===== config.mk =====
export PLATFORM = sky130hd
export DESIGN_NAME = mdio_master
export DESIGN_NICKNAME = d
export VERILOG_FILES = /design/src/rtl/mdio_pkg.sv /design/src/rtl/mdio_clkgen.sv /design/src/rtl/mdio_shifter.sv /design/src/rtl/mdio_master.sv
export SDC_FILE = /design/constraint.sdc
export NUM_CORES = 1
export LEC_CHECK = 0
export ABC_CLOCK_PERIOD_IN_PS = 2210
export BUFFER_PORTS_ARGS = -buffer_cell sky130_fd_sc_hd__clkbuf_2
export CORE_MARGIN = 2
export CORE_UTILIZATION = 30
export CTS_CLUSTER_DIAMETER = 50
export DETAILED_ROUTE_END_ITERATION = 10
export GPL_ROUTABILITY_DRIVEN = 0
export HOLD_SLACK_MARGIN = 0.08
export PLACE_DENSITY_LB_ADDON = 0.1
export SYNTH_ARGS = -nofsm -noshare
export SYNTH_HDL_FRONTEND = slang
export SYNTH_SLANG_ARGS = --single-unit

===== constraint.sdc =====
create_clock -name clk -period 2.21 [get_ports clk]
set_input_delay 0.1105 -clock clk [delete_from_list [all_inputs] [get_ports clk]]
set_output_delay 0.1105 -clock clk [all_outputs]
set_load 0.005 [all_outputs]

===== src/rtl/mdio_pkg.sv =====
package mdio_pkg;

    localparam int CTRL_W    = 32;
    localparam int DATA_W    = 16;
    localparam int ADDR_W    = 5;
    localparam int SEL_W     = 3;
    localparam int DIV_W     = 5;
    localparam int PRE_BITS  = 32;
    localparam int BODY_BITS = 32;
    localparam int FRAME_W   = PRE_BITS + BODY_BITS;
    localparam int IDX_W     = $clog2(FRAME_W);
    localparam int TA_BITS   = 2;
    localparam int PHY_LO    = 16;

    typedef struct packed {
        logic [3:0]        spare;
        logic              busy;
        logic [SEL_W-1:0]  sel;
        logic              start;
        logic              nopre;
        logic              rnw;
        logic [ADDR_W-1:0] regad;
        logic [DATA_W-1:0] data;
    } ctrl_word_t;

    typedef enum logic [1:0] {
        ENG_IDLE  = 2'd0,
        ENG_ARMED = 2'd1,
        ENG_SHIFT = 2'd2
    } eng_state_t;

    function automatic logic [DIV_W-1:0] mdc_divisor(input logic [SEL_W-1:0] sel);
        logic [DIV_W-1:0] d;
        case (sel)
            3'd0:    d = 5'd4;
            3'd1:    d = 5'd6;
            3'd2:    d = 5'd8;
            3'd3:    d = 5'd10;
            3'd4:    d = 5'd14;
            3'd5:    d = 5'd18;
            3'd6:    d = 5'd22;
            default: d = 5'd28;
        endcase
        return d;
    endfunction

    function automatic logic [FRAME_W-1:0] build_frame(input ctrl_word_t c,
                                                      input logic [ADDR_W-1:0] phy);
        logic [1:0] op;
        op = c.rnw ? 2'b10 : 2'b01;
        return {{PRE_BITS{1'b1}}, 2'b01, op, phy, c.regad, 2'b10, c.data};
    endfunction

    function automatic logic [IDX_W-1:0] first_index(input logic nopre);
        return nopre ? IDX_W'(BODY_BITS - 1) : IDX_W'(FRAME_W - 1);
    endfunction

endpackage


===== src/rtl/mdio_clkgen.sv =====
module mdio_clkgen
    import mdio_pkg::*;
(
    input  logic             clk,
    input  logic             rst,
    input  logic             run,
    input  logic [SEL_W-1:0] sel,
    output logic             mdc,
    output logic             sample_stb,
    output logic             bit_end
);
    logic [DIV_W-1:0] div;
    logic [DIV_W-1:0] half;
    logic [DIV_W-1:0] cnt;

    assign div  = mdc_divisor(sel);
    assign half = div >> 1;

    always_ff @(posedge clk) begin
        if (rst || !run) begin
            cnt <= '0;
        end else if (cnt == div - 1'b1) begin
            cnt <= '0;
        end else begin
            cnt <= cnt + 1'b1;
        end
    end

    assign mdc        = run && (cnt >= half);
    assign sample_stb = run && (cnt == half);
    assign bit_end    = run && (cnt == div - 1'b1);

    assert_cnt_bound_R7: assert property (@(posedge clk) disable iff (rst)
        run |-> (cnt < div));

    assert_low_first_R7: assert property (@(posedge clk) disable iff (rst)
        run && $past(run) && $past(bit_end) |-> !mdc);

endmodule


===== src/rtl/mdio_shifter.sv =====
module mdio_shifter
    import mdio_pkg::*;
(
    input  logic               clk,
    input  logic               rst,
    input  logic               load,
    input  logic               active,
    input  logic [FRAME_W-1:0] frame_in,
    input  logic [IDX_W-1:0]   first_idx,
    input  logic               rnw_in,
    input  logic               sample_stb,
    input  logic               bit_end,
    input  logic               mdio_i,
    output logic               mdio_o,
    output logic               mdio_oe,
    output logic               last_bit,
    output logic [DATA_W-1:0]  rx_data
);
    localparam logic [IDX_W-1:0] RELEASE_IDX = IDX_W'(DATA_W + TA_BITS - 1);
    localparam logic [IDX_W-1:0] DATA_TOP    = IDX_W'(DATA_W - 1);

    logic [FRAME_W-1:0] frame_q;
    logic [IDX_W-1:0]   idx_q;
    logic               rnw_q;

    always_ff @(posedge clk) begin
        if (rst) begin
            frame_q <= '0;
            idx_q   <= '0;
            rnw_q   <= 1'b0;
            rx_data <= '0;
        end else if (load) begin
            frame_q <= frame_in;
            idx_q   <= first_idx;
            rnw_q   <= rnw_in;
            rx_data <= '0;
        end else if (active) begin
            if (sample_stb && rnw_q && (idx_q <= DATA_TOP)) begin
                rx_data <= {rx_data[DATA_W-2:0], mdio_i};
            end
            if (bit_end && (idx_q != '0)) begin
                idx_q <= idx_q - 1'b1;
            end
        end
    end

    assign last_bit = (idx_q == '0);
    assign mdio_oe  = active && !(rnw_q && (idx_q <= RELEASE_IDX));
    assign mdio_o   = mdio_oe && frame_q[idx_q];

    assert_idx_moves_on_bit_end_R4: assert property (@(posedge clk) disable iff (rst)
        active && !load && !bit_end |=> $stable(idx_q));

endmodule


===== src/rtl/mdio_master.sv =====
module mdio_master
    import mdio_pkg::*;
(
    input  logic              clk,
    input  logic              rst,
    input  logic              ctrl_wr_en,
    input  logic [CTRL_W-1:0] ctrl_wdata,
    output logic [CTRL_W-1:0] ctrl_rdata,
    input  logic              phycfg_wr_en,
    input  logic [CTRL_W-1:0] phycfg_wdata,
    output logic [CTRL_W-1:0] phycfg_rdata,
    input  logic              mdio_i,
    output logic              mdio_o,
    output logic              mdio_oe,
    output logic              mdc
);
    eng_state_t         state_q;
    ctrl_word_t         ctrl_q;
    ctrl_word_t         wr_word;
    logic [CTRL_W-1:0]  phycfg_q;
    logic               busy;
    logic               load;
    logic               sample_stb;
    logic               bit_end;
    logic               last_bit;
    logic [DATA_W-1:0]  rx_data;
    logic [ADDR_W-1:0]  phy_addr;
    logic [FRAME_W-1:0] frame;

    assign wr_word  = ctrl_word_t'(ctrl_wdata);
    assign busy     = (state_q == ENG_SHIFT);
    assign load     = (state_q == ENG_ARMED);
    assign phy_addr = phycfg_q[PHY_LO +: ADDR_W];
    assign frame    = build_frame(ctrl_q, phy_addr);

    always_ff @(posedge clk) begin
        if (rst) begin
            state_q  <= ENG_IDLE;
            ctrl_q   <= '0;
            phycfg_q <= '0;
        end else begin
            if (phycfg_wr_en) begin
                phycfg_q <= phycfg_wdata;
            end
            case (state_q)
                ENG_IDLE: begin
                    if (ctrl_wr_en) begin
                        ctrl_q      <= wr_word;
                        ctrl_q.busy <= 1'b0;
                        if (wr_word.start) begin
                            state_q <= ENG_ARMED;
                        end
                    end
                end
                ENG_ARMED: begin
                    state_q <= ENG_SHIFT;
                end
                ENG_SHIFT: begin
                    if (bit_end && last_bit) begin
                        state_q      <= ENG_IDLE;
                        ctrl_q.start <= 1'b0;
                        if (ctrl_q.rnw) begin
                            ctrl_q.data <= rx_data;
                        end
                    end
                end
                default: state_q <= ENG_IDLE;
            endcase
        end
    end

    always_comb begin
        ctrl_word_t rd;
        rd         = ctrl_q;
        rd.busy    = busy;
        ctrl_rdata = CTRL_W'(rd);
    end
    assign phycfg_rdata = phycfg_q;

    mdio_clkgen u_clkgen (
        .clk        (clk),
        .rst        (rst),
        .run        (busy),
        .sel        (ctrl_q.sel),
        .mdc        (mdc),
        .sample_stb (sample_stb),
        .bit_end    (bit_end)
    );

    mdio_shifter u_shifter (
        .clk        (clk),
        .rst        (rst),
        .load       (load),
        .active     (busy),
        .frame_in   (frame),
        .first_idx  (first_index(ctrl_q.nopre)),
        .rnw_in     (ctrl_q.rnw),
        .sample_stb (sample_stb),
        .bit_end    (bit_end),
        .mdio_i     (mdio_i),
        .mdio_o     (mdio_o),
        .mdio_oe    (mdio_oe),
        .last_bit   (last_bit),
        .rx_data    (rx_data)
    );

    assert_busy_after_start_R3: assert property (@(posedge clk) disable iff (rst)
        $rose(busy) |-> $past(ctrl_q.start));

    assert_start_clears_with_busy_R3: assert property (@(posedge clk) disable iff (rst)
        $fell(ctrl_q.start) |-> $fell(busy));

    assert_busy_implies_start_R3: assert property (@(posedge clk) disable iff (rst)
        busy |-> ctrl_q.start);

    assert_mdio_moves_low_R4: assert property (@(posedge clk) disable iff (rst)
        busy && $past(busy) && !$stable(mdio_o) |-> !mdc);

    assert_release_only_on_read_R6: assert property (@(posedge clk) disable iff (rst)
        busy && $fell(mdio_oe) |-> ctrl_q.rnw);

    assert_ignore_busy_write_R8: assert property (@(posedge clk) disable iff (rst)
        busy && ctrl_wr_en |=> $stable(ctrl_q.regad) && $stable(ctrl_q.sel)
                               && $stable(ctrl_q.spare) && $stable(ctrl_q.rnw));

    assert_idle_quiet_R9: assert property (@(posedge clk) disable iff (rst)
        !busy |-> !mdio_oe && !mdc);

endmodule


==> results of run 1 <==
## layout by cell type, fill, tap and decap left out, drive strengths merged, types with 3 or more instances in the layout
master       Yosys  final
buf             50     27
nor3             4      4
a31oi            3      3
dlygate4sd3      0     52
a22oi           15     15
ha              10     10
mux2i           79     79
o211ai           5      5
a21oi           21     21
nor2           115    115
nand3b           3      3
clkinv           0      3
inv             13     13
nor4             4      4
nand2           41     41
nand3            9      9
and3             3      3
o21ai            7      7
bufinv           0      3
nand4            4      4
o311a            3      3
or3              3      3
clkbuf          24    158
mux2            16     16
xnor2            4      4
dfxtp          121    121
nor2b           20     20
o211a            3      3
mux4             9      9
## worst min-delay path, delay by kind of cell
kind,cells,cell delay [ns]
compound gates,1,0.05
buf+inv,1,0.08
mux,1,0.14
simple gates,1,0.08
## cell families after synthesis
logic type | after synthesis | share of synthesized area
buffers and inverters | 88 | 0.0873
DFF | 121 | 0.412
and+or+nand+nor | 218 | 0.169
AOI/OAI and AO/OA | 71 | 0.0854
adders and majority gates | 11 | 0.0230
xor gates and xnor gates | 7 | 0.0160
muxes | 104 | 0.207
## timing repair
item / 4_1_cts / 5_1_grt
hold endpoints to repair: 52 / 0
pin swaps: 1 / 3
endpoints found under the setup margin: 2 / 7
gates cloned: 0 / 0
hold buffers: 52 / 0
resized for setup: 5 / 9
setup buffers: 1 / 1
## where the power goes
group	total [uW]	internal [uW]	switching, uW
clock	2800	1830	972
combinational	861	431	431
sequential	2370	2290	84.0
## metal layers
metal / routed length, um / vias up / track usage
li1: - / 2425 / -
met3: 522 / 19 / 0.0340
met1: 6890 / 2222 / 0.181
met4: 220 / 0 / 0.0506
met5: 0 / - / 0
met2: 7040 / 94 / 0.238
## final cells by class
type	instances	area, sq um	share of cell area
Sequential cell	121	2440	0.312
Tap cell	265	332	0.0425
Clock inverter	7	116	0.0149
Multi-Input combinational cell	411	2960	0.379
Inverter	13	48.8	0.00625
Timing Repair Buffer	212	1430	0.184
Clock buffer	25	475	0.0609
## registers in the layout (all words and copies together) (netlist names)
signal             cells
phycfg_rdata          32
u_clkgen.cnt           5
state_q                2
u_shifter.rx_data     16
u_shifter.frame_q     29
ctrl_rdata            31
u_shifter.idx_q        6
## cell usage after synthesis (7+ instances only)
master / n
a21oi_1: 21
mux4_2: 8
mux2i_1: 79
inv_1: 13
dfxtp_1: 121
nand3_1: 9
nor2b_1: 20
buf_4: 29
mux2_4: 10
buf_1: 14
nor2_1: 115
nand2_1: 41
a22oi_1: 15
clkbuf_1: 22
ha_1: 10
o21ai_0: 7
## worst max path at each step
stage / slack, ns / endpoint
final: -0.11 / mdio_o
after global routing: -0.18 / mdio_o
after CTS: -0.13 / mdio_o
after detailed placement: 0.04 / ctrl_rdata[4]
after global placement: 0.07 / ctrl_rdata[5]
after floorplan: 0.11 / ctrl_rdata[10]
## stage by stage
stage                     cell area, sq um  worst slack (ns)
after global placement                6630            0.0714
final                                 7800            -0.108
after global routing                  7800            -0.184
after floorplan                       5870             0.112
after detailed placement              6630            0.0363
after CTS                             7760            -0.132
==> impl_metrics.env, run 1 <==
export IMPL_drt_iter0_drc=181
export IMPL_crit_fanout=5
export IMPL_placedCellCount=968
export IMPL_fin_crit_ns=2.32
export IMPL_path_common_cell="mux4_2"
export IMPL_num_vias=4760
export IMPL_holdPathEnd="ctrl_rdata[0]"
export IMPL_cts_tree="done"
export IMPL_drive_above_1_share=0.293
export IMPL_maxCapViolations=0
export IMPL_grt_usage=0.143
export IMPL_finalPower_uw=6030
export IMPL_report_final_hold_viol_count=0
export IMPL_grt_max_degree=63
export IMPL_grt_overflow_total=0
export IMPL_fillerInstances=1939
export IMPL_cts_buffer_depth=2
export IMPL_num_antenna_cells=0
export IMPL_avgSynthCellArea_sq_um=9.47
export IMPL_drt_wl_total_um=14700
export IMPL_cts_made_buffers=17
export IMPL_hp_start="ctrl_wdata[0]"
export IMPL_power_density_mw_per_mm2=773
export IMPL_relSlewSlack=0.551
export IMPL_critical_path_max_stage_delay_ns=0.52
export IMPL_fin_hold_ws_ns=0.0857
export IMPL_worstPathCellList="buf_12 -> mux4_2 -> mux4_2 -> nand3b_1 -> nand3_1 -> clkbuf_2"
export IMPL_worstSetupPathType="reg2out"
export IMPL_rows=51
export IMPL_worst_pin_slew_ns=0.673
export IMPL_crit_arrival_ns=2.21
export IMPL_cts_sinks=121
export IMPL_reg2reg_from="u_clkgen.cnt[3]"
export IMPL_hold_path_class="in2reg"
export IMPL_die_y_um=144
export IMPL_outcome="finished with violations"
export IMPL_ys_seq_area_frac=0.412
export IMPL_synth_top_area_share=0.412
export IMPL_ys_types=62
export IMPL_syn_inst=620
export IMPL_grt_first_pass_wirelength_um=23100
export IMPL_cp_start_kind="flip-flop"
export IMPL_critPathRequiredTime_ns=2.10
export IMPL_fmax_mhz=431
export IMPL_core_sq_mm=0.0193
export IMPL_netlist_area_sq_mm=0.00587
export IMPL_async_flop_share=0
export IMPL_clk_pin_slew_ns=0.05
export IMPL_grt_pass1_vias=4588
export IMPL_crit_family="multiplexers"
export IMPL_postLayoutCoreUtil=0.404
export IMPL_hpwl_um=10400
export IMPL_cp_num_cells=6
export IMPL_violations="setup timing"
export IMPL_rsz0062_at_grt="yes"
export IMPL_clk_latency_ns=0.41
export IMPL_setup_worst_path_end_class="output port"
export IMPL_port_buffers=134
export IMPL_detail_route_antenna_nets=0
export IMPL_synth_edf_count=0
export IMPL_syn2layout_area_growth_pct=32.9
export IMPL_setup_tns_ns=-0.108
export IMPL_wl_per_cell_um=13.9
export IMPL_drcViolationCount=0
export IMPL_die_w_um=144
export IMPL_drv_slew=0
export IMPL_regToRegEndpoint="ctrl_rdata[4]"
export IMPL_reg2reg_depth=6
export IMPL_ys_top_cells_by_area="dfxtp_1, mux2i_1, nor2_1, buf_4, mux4_2"
export IMPL_synthFlopType="dfxtp_1"
export IMPL_viasPerCell=4.52
export IMPL_yosysWarnings=0
export IMPL_slowest_stage="mux4_2"
export IMPL_drtPass1Iterations=6
export IMPL_reg2reg_slack_ns=0.10
export IMPL_ios=136
export IMPL_setup_violations=1
export IMPL_start_util=0.304
export IMPL_htree_levels=4
export IMPL_antenna_found_initial=0
export IMPL_ys_ff_latch=121
export IMPL_power_leakage_uw=0.00354
export IMPL_die_area_sq_mm=0.0207
export IMPL_cts_root_buf="clkbuf_16"
export IMPL_ir_drop_mv=0.553
export IMPL_clock_skew_ns=0.00713
export IMPL_synthesis_nets=699
export IMPL_yosysTopAreaCell="dfxtp_1"
export IMPL_cp_num_buf_inv=2
export IMPL_finalWorstSetupSlack_ns=-0.108
export IMPL_instances_no_fill=1054
export IMPL_holdPathStages=4
export IMPL_nNetsFinal=855
export IMPL_cp_startpoint="u_shifter.idx_q[0]"
export IMPL_fin_crit_sh=1.05
Note: power is estimated with default switching activity, not from simulation.
==> inputs of run 2 (changes only) <==
--- a/config.mk
+++ b/config.mk
@@ -14,6 +14,7 @@
 export GPL_ROUTABILITY_DRIVEN = 0
 export HOLD_SLACK_MARGIN = 0.08
 export PLACE_DENSITY_LB_ADDON = 0.1
+export RECOVER_POWER = 50
 export SYNTH_ARGS = -nofsm -noshare
 export SYNTH_HDL_FRONTEND = slang
 export SYNTH_SLANG_ARGS = --single-unit
==> run 2 against run 1 <==
The run still ends with setup timing left. Sequential power about the same. Global-route usage unchanged. Critical path type unchanged. Combinational power decreased by 1%.
==> impl_metrics.env, run 2 (synthesized netlist as in run 1, its figures left out) <==
export IMPL_outcome="finished with violations"
export IMPL_violations="setup timing"
export IMPL_cp_start_kind="flip-flop"
export IMPL_fin_crit_ns=2.31
export IMPL_clock_skew_ns=0.00656
export IMPL_cts_buffer_depth=2
export IMPL_crit_arrival_ns=2.20
export IMPL_hpwl_um=10400
export IMPL_finalWorstSetupSlack_ns=-0.104
export IMPL_grt_use_met1=0.181
export IMPL_fin_crit_sh=1.05
export IMPL_nNetsFinal=855
export IMPL_drt_wl_total_um=14700
export IMPL_final_common_cell="dfxtp_1"
export IMPL_layout_common_cells="dfxtp_1, nor2_1, clkbuf_2"
export IMPL_cts_tree="done"
export IMPL_worst_pin_slew_ns=1.31
export IMPL_start_util=0.304
export IMPL_crit_fanout=5
export IMPL_largest_reg_flops=32
export IMPL_drcViolationCount=0
export IMPL_syn2layout_area_growth_pct=31.8
export IMPL_core_sq_mm=0.0193
export IMPL_power_leakage_uw=0.00341
export IMPL_p_comb_frac=0.141
export IMPL_die_y_um=144
export IMPL_num_vias=4775
export IMPL_drtPass1Iterations=6
export IMPL_clk_pin_slew_ns=0.05
export IMPL_fmax_mhz=432
export IMPL_die_w_um=144
export IMPL_cts_sinks=121
export IMPL_maxCapViolations=0
export IMPL_ir_drop_mv=0.553
export IMPL_met2_usage=0.238
export IMPL_num_antenna_cells=0
export IMPL_wl_per_cell_um=13.9
export IMPL_grt_max_degree=63
export IMPL_clk_latency_ns=0.41
export IMPL_htree_levels=4
export IMPL_seq_power_share=0.394
export IMPL_hold_path_class="in2reg"
export IMPL_antenna_found_initial=0
export IMPL_worstSetupPathType="reg2out"
export IMPL_fillerInstances=1965
export IMPL_setup_violations=2
export IMPL_p_int_uw=4540
export IMPL_power_density_mw_per_mm2=778
export IMPL_die_area_sq_mm=0.0207
export IMPL_ios=136
export IMPL_use_met3=0.0340
export IMPL_drt_iter0_drc=183
export IMPL_rows=51
export IMPL_setup_tns_ns=-0.131
export IMPL_detail_route_antenna_nets=0
export IMPL_p_switching_uw=1480
export IMPL_instances_no_fill=1054
export IMPL_pre_cts_slack_ns=0.0363
export IMPL_cts_root_buf="clkbuf_16"
export IMPL_grt_overflow_total=0
export IMPL_port_buffers=134
export IMPL_cts_made_buffers=17
export IMPL_rsz0062_at_grt="yes"
export IMPL_placedCellCount=968
export IMPL_viasPerCell=4.53
export IMPL_fin_hold_ws_ns=0.0860
export IMPL_grt_usage=0.143
export IMPL_setup_worst_path_end_class="output port"
export IMPL_critPathRequiredTime_ns=2.10
export IMPL_drive_above_1_share=0.243
export IMPL_swShare=0.247
export IMPL_drv_slew=0
export IMPL_grt_first_pass_wirelength_um=23100
export IMPL_relSlewSlack=0.125
export IMPL_grt_pass1_vias=4588
export IMPL_report_final_hold_viol_count=0
export IMPL_grt_busiest_layer="met2"
export IMPL_power_share_clock=0.465
[run 2: critical path: stages (launching register included)]
cell and delay (ns):
dfxtp_2 0.35, buf_12 0.13, mux4_2 0.52, mux4_2 0.51
nand3b_1 0.10, nand3_1 0.07, clkbuf_2 0.13
[run 2: final cells by class]
type / instances / area (sq um) / share of cell area
tap: 265 / 332 / 0.0428
timing repair buffer: 212 / 1380 / 0.178
clock buffer: 25 / 475 / 0.0614
clock inverter: 7 / 116 / 0.0150
inverter: 13 / 48.8 / 0.00630
multi-input combinational: 411 / 2960 / 0.382
sequential: 121 / 2430 / 0.314
[run 2: timing repair]
item                                   CTS  global route
pin swaps                                1             3
resized for setup                        5             9
gates cloned                             0             0
hold buffers                            52             0
buffers inserted                         1             1
endpoints found under the hold margin   52             0
setup endpoints to repair                2             7
[run 2: path summary, 6_finish.rpt]
| check | start | to | slack (ns) | cells after the start |
|---|---|---|---|---|
| worst max-delay path | u_shifter.idx_q[0] | mdio_o | -0.10 | 6 |
| worst min-delay path | ctrl_wdata[0] | ctrl_rdata[0] | 0.09 | 4 |
| worst max register to register | ctrl_rdata[24] | ctrl_rdata[4] | 0.05 | 6 |
| worst min register to register | ctrl_rdata[31] | ctrl_rdata[31] | 0.45 | 2 |
[run 2: power by group through the flow]
stage,Clock (uW),Sequential [uW],Combinational (uW)
after floorplan,0,2390,575
after global placement,0,2410,777
after detailed placement,0,2420,789
after CTS,2870,2370,867
after global routing,2980,2380,945
final,2800,2370,851
[run 2: metal layers]
metal | wire length (um) | vias to the layer above
li1 | - | 2424
met1 | 6880 | 2227
met2 | 7050 | 105
met3 | 532 | 19
met4 | 226 | 0
met5 | 0 | -
[run 2: metrics by stage]
stage / area [sq um] / utilization / power [uW]
3_3_place_gp: 6630 / 0.343 / 3190
5_1_grt: 7740 / 0.400 / 6300
3_5_place_dp: 6630 / 0.343 / 3200
4_1_cts: 7760 / 0.401 / 6110
2_1_floorplan: 5870 / - / 2960
6_report: 7740 / 0.400 / 6020
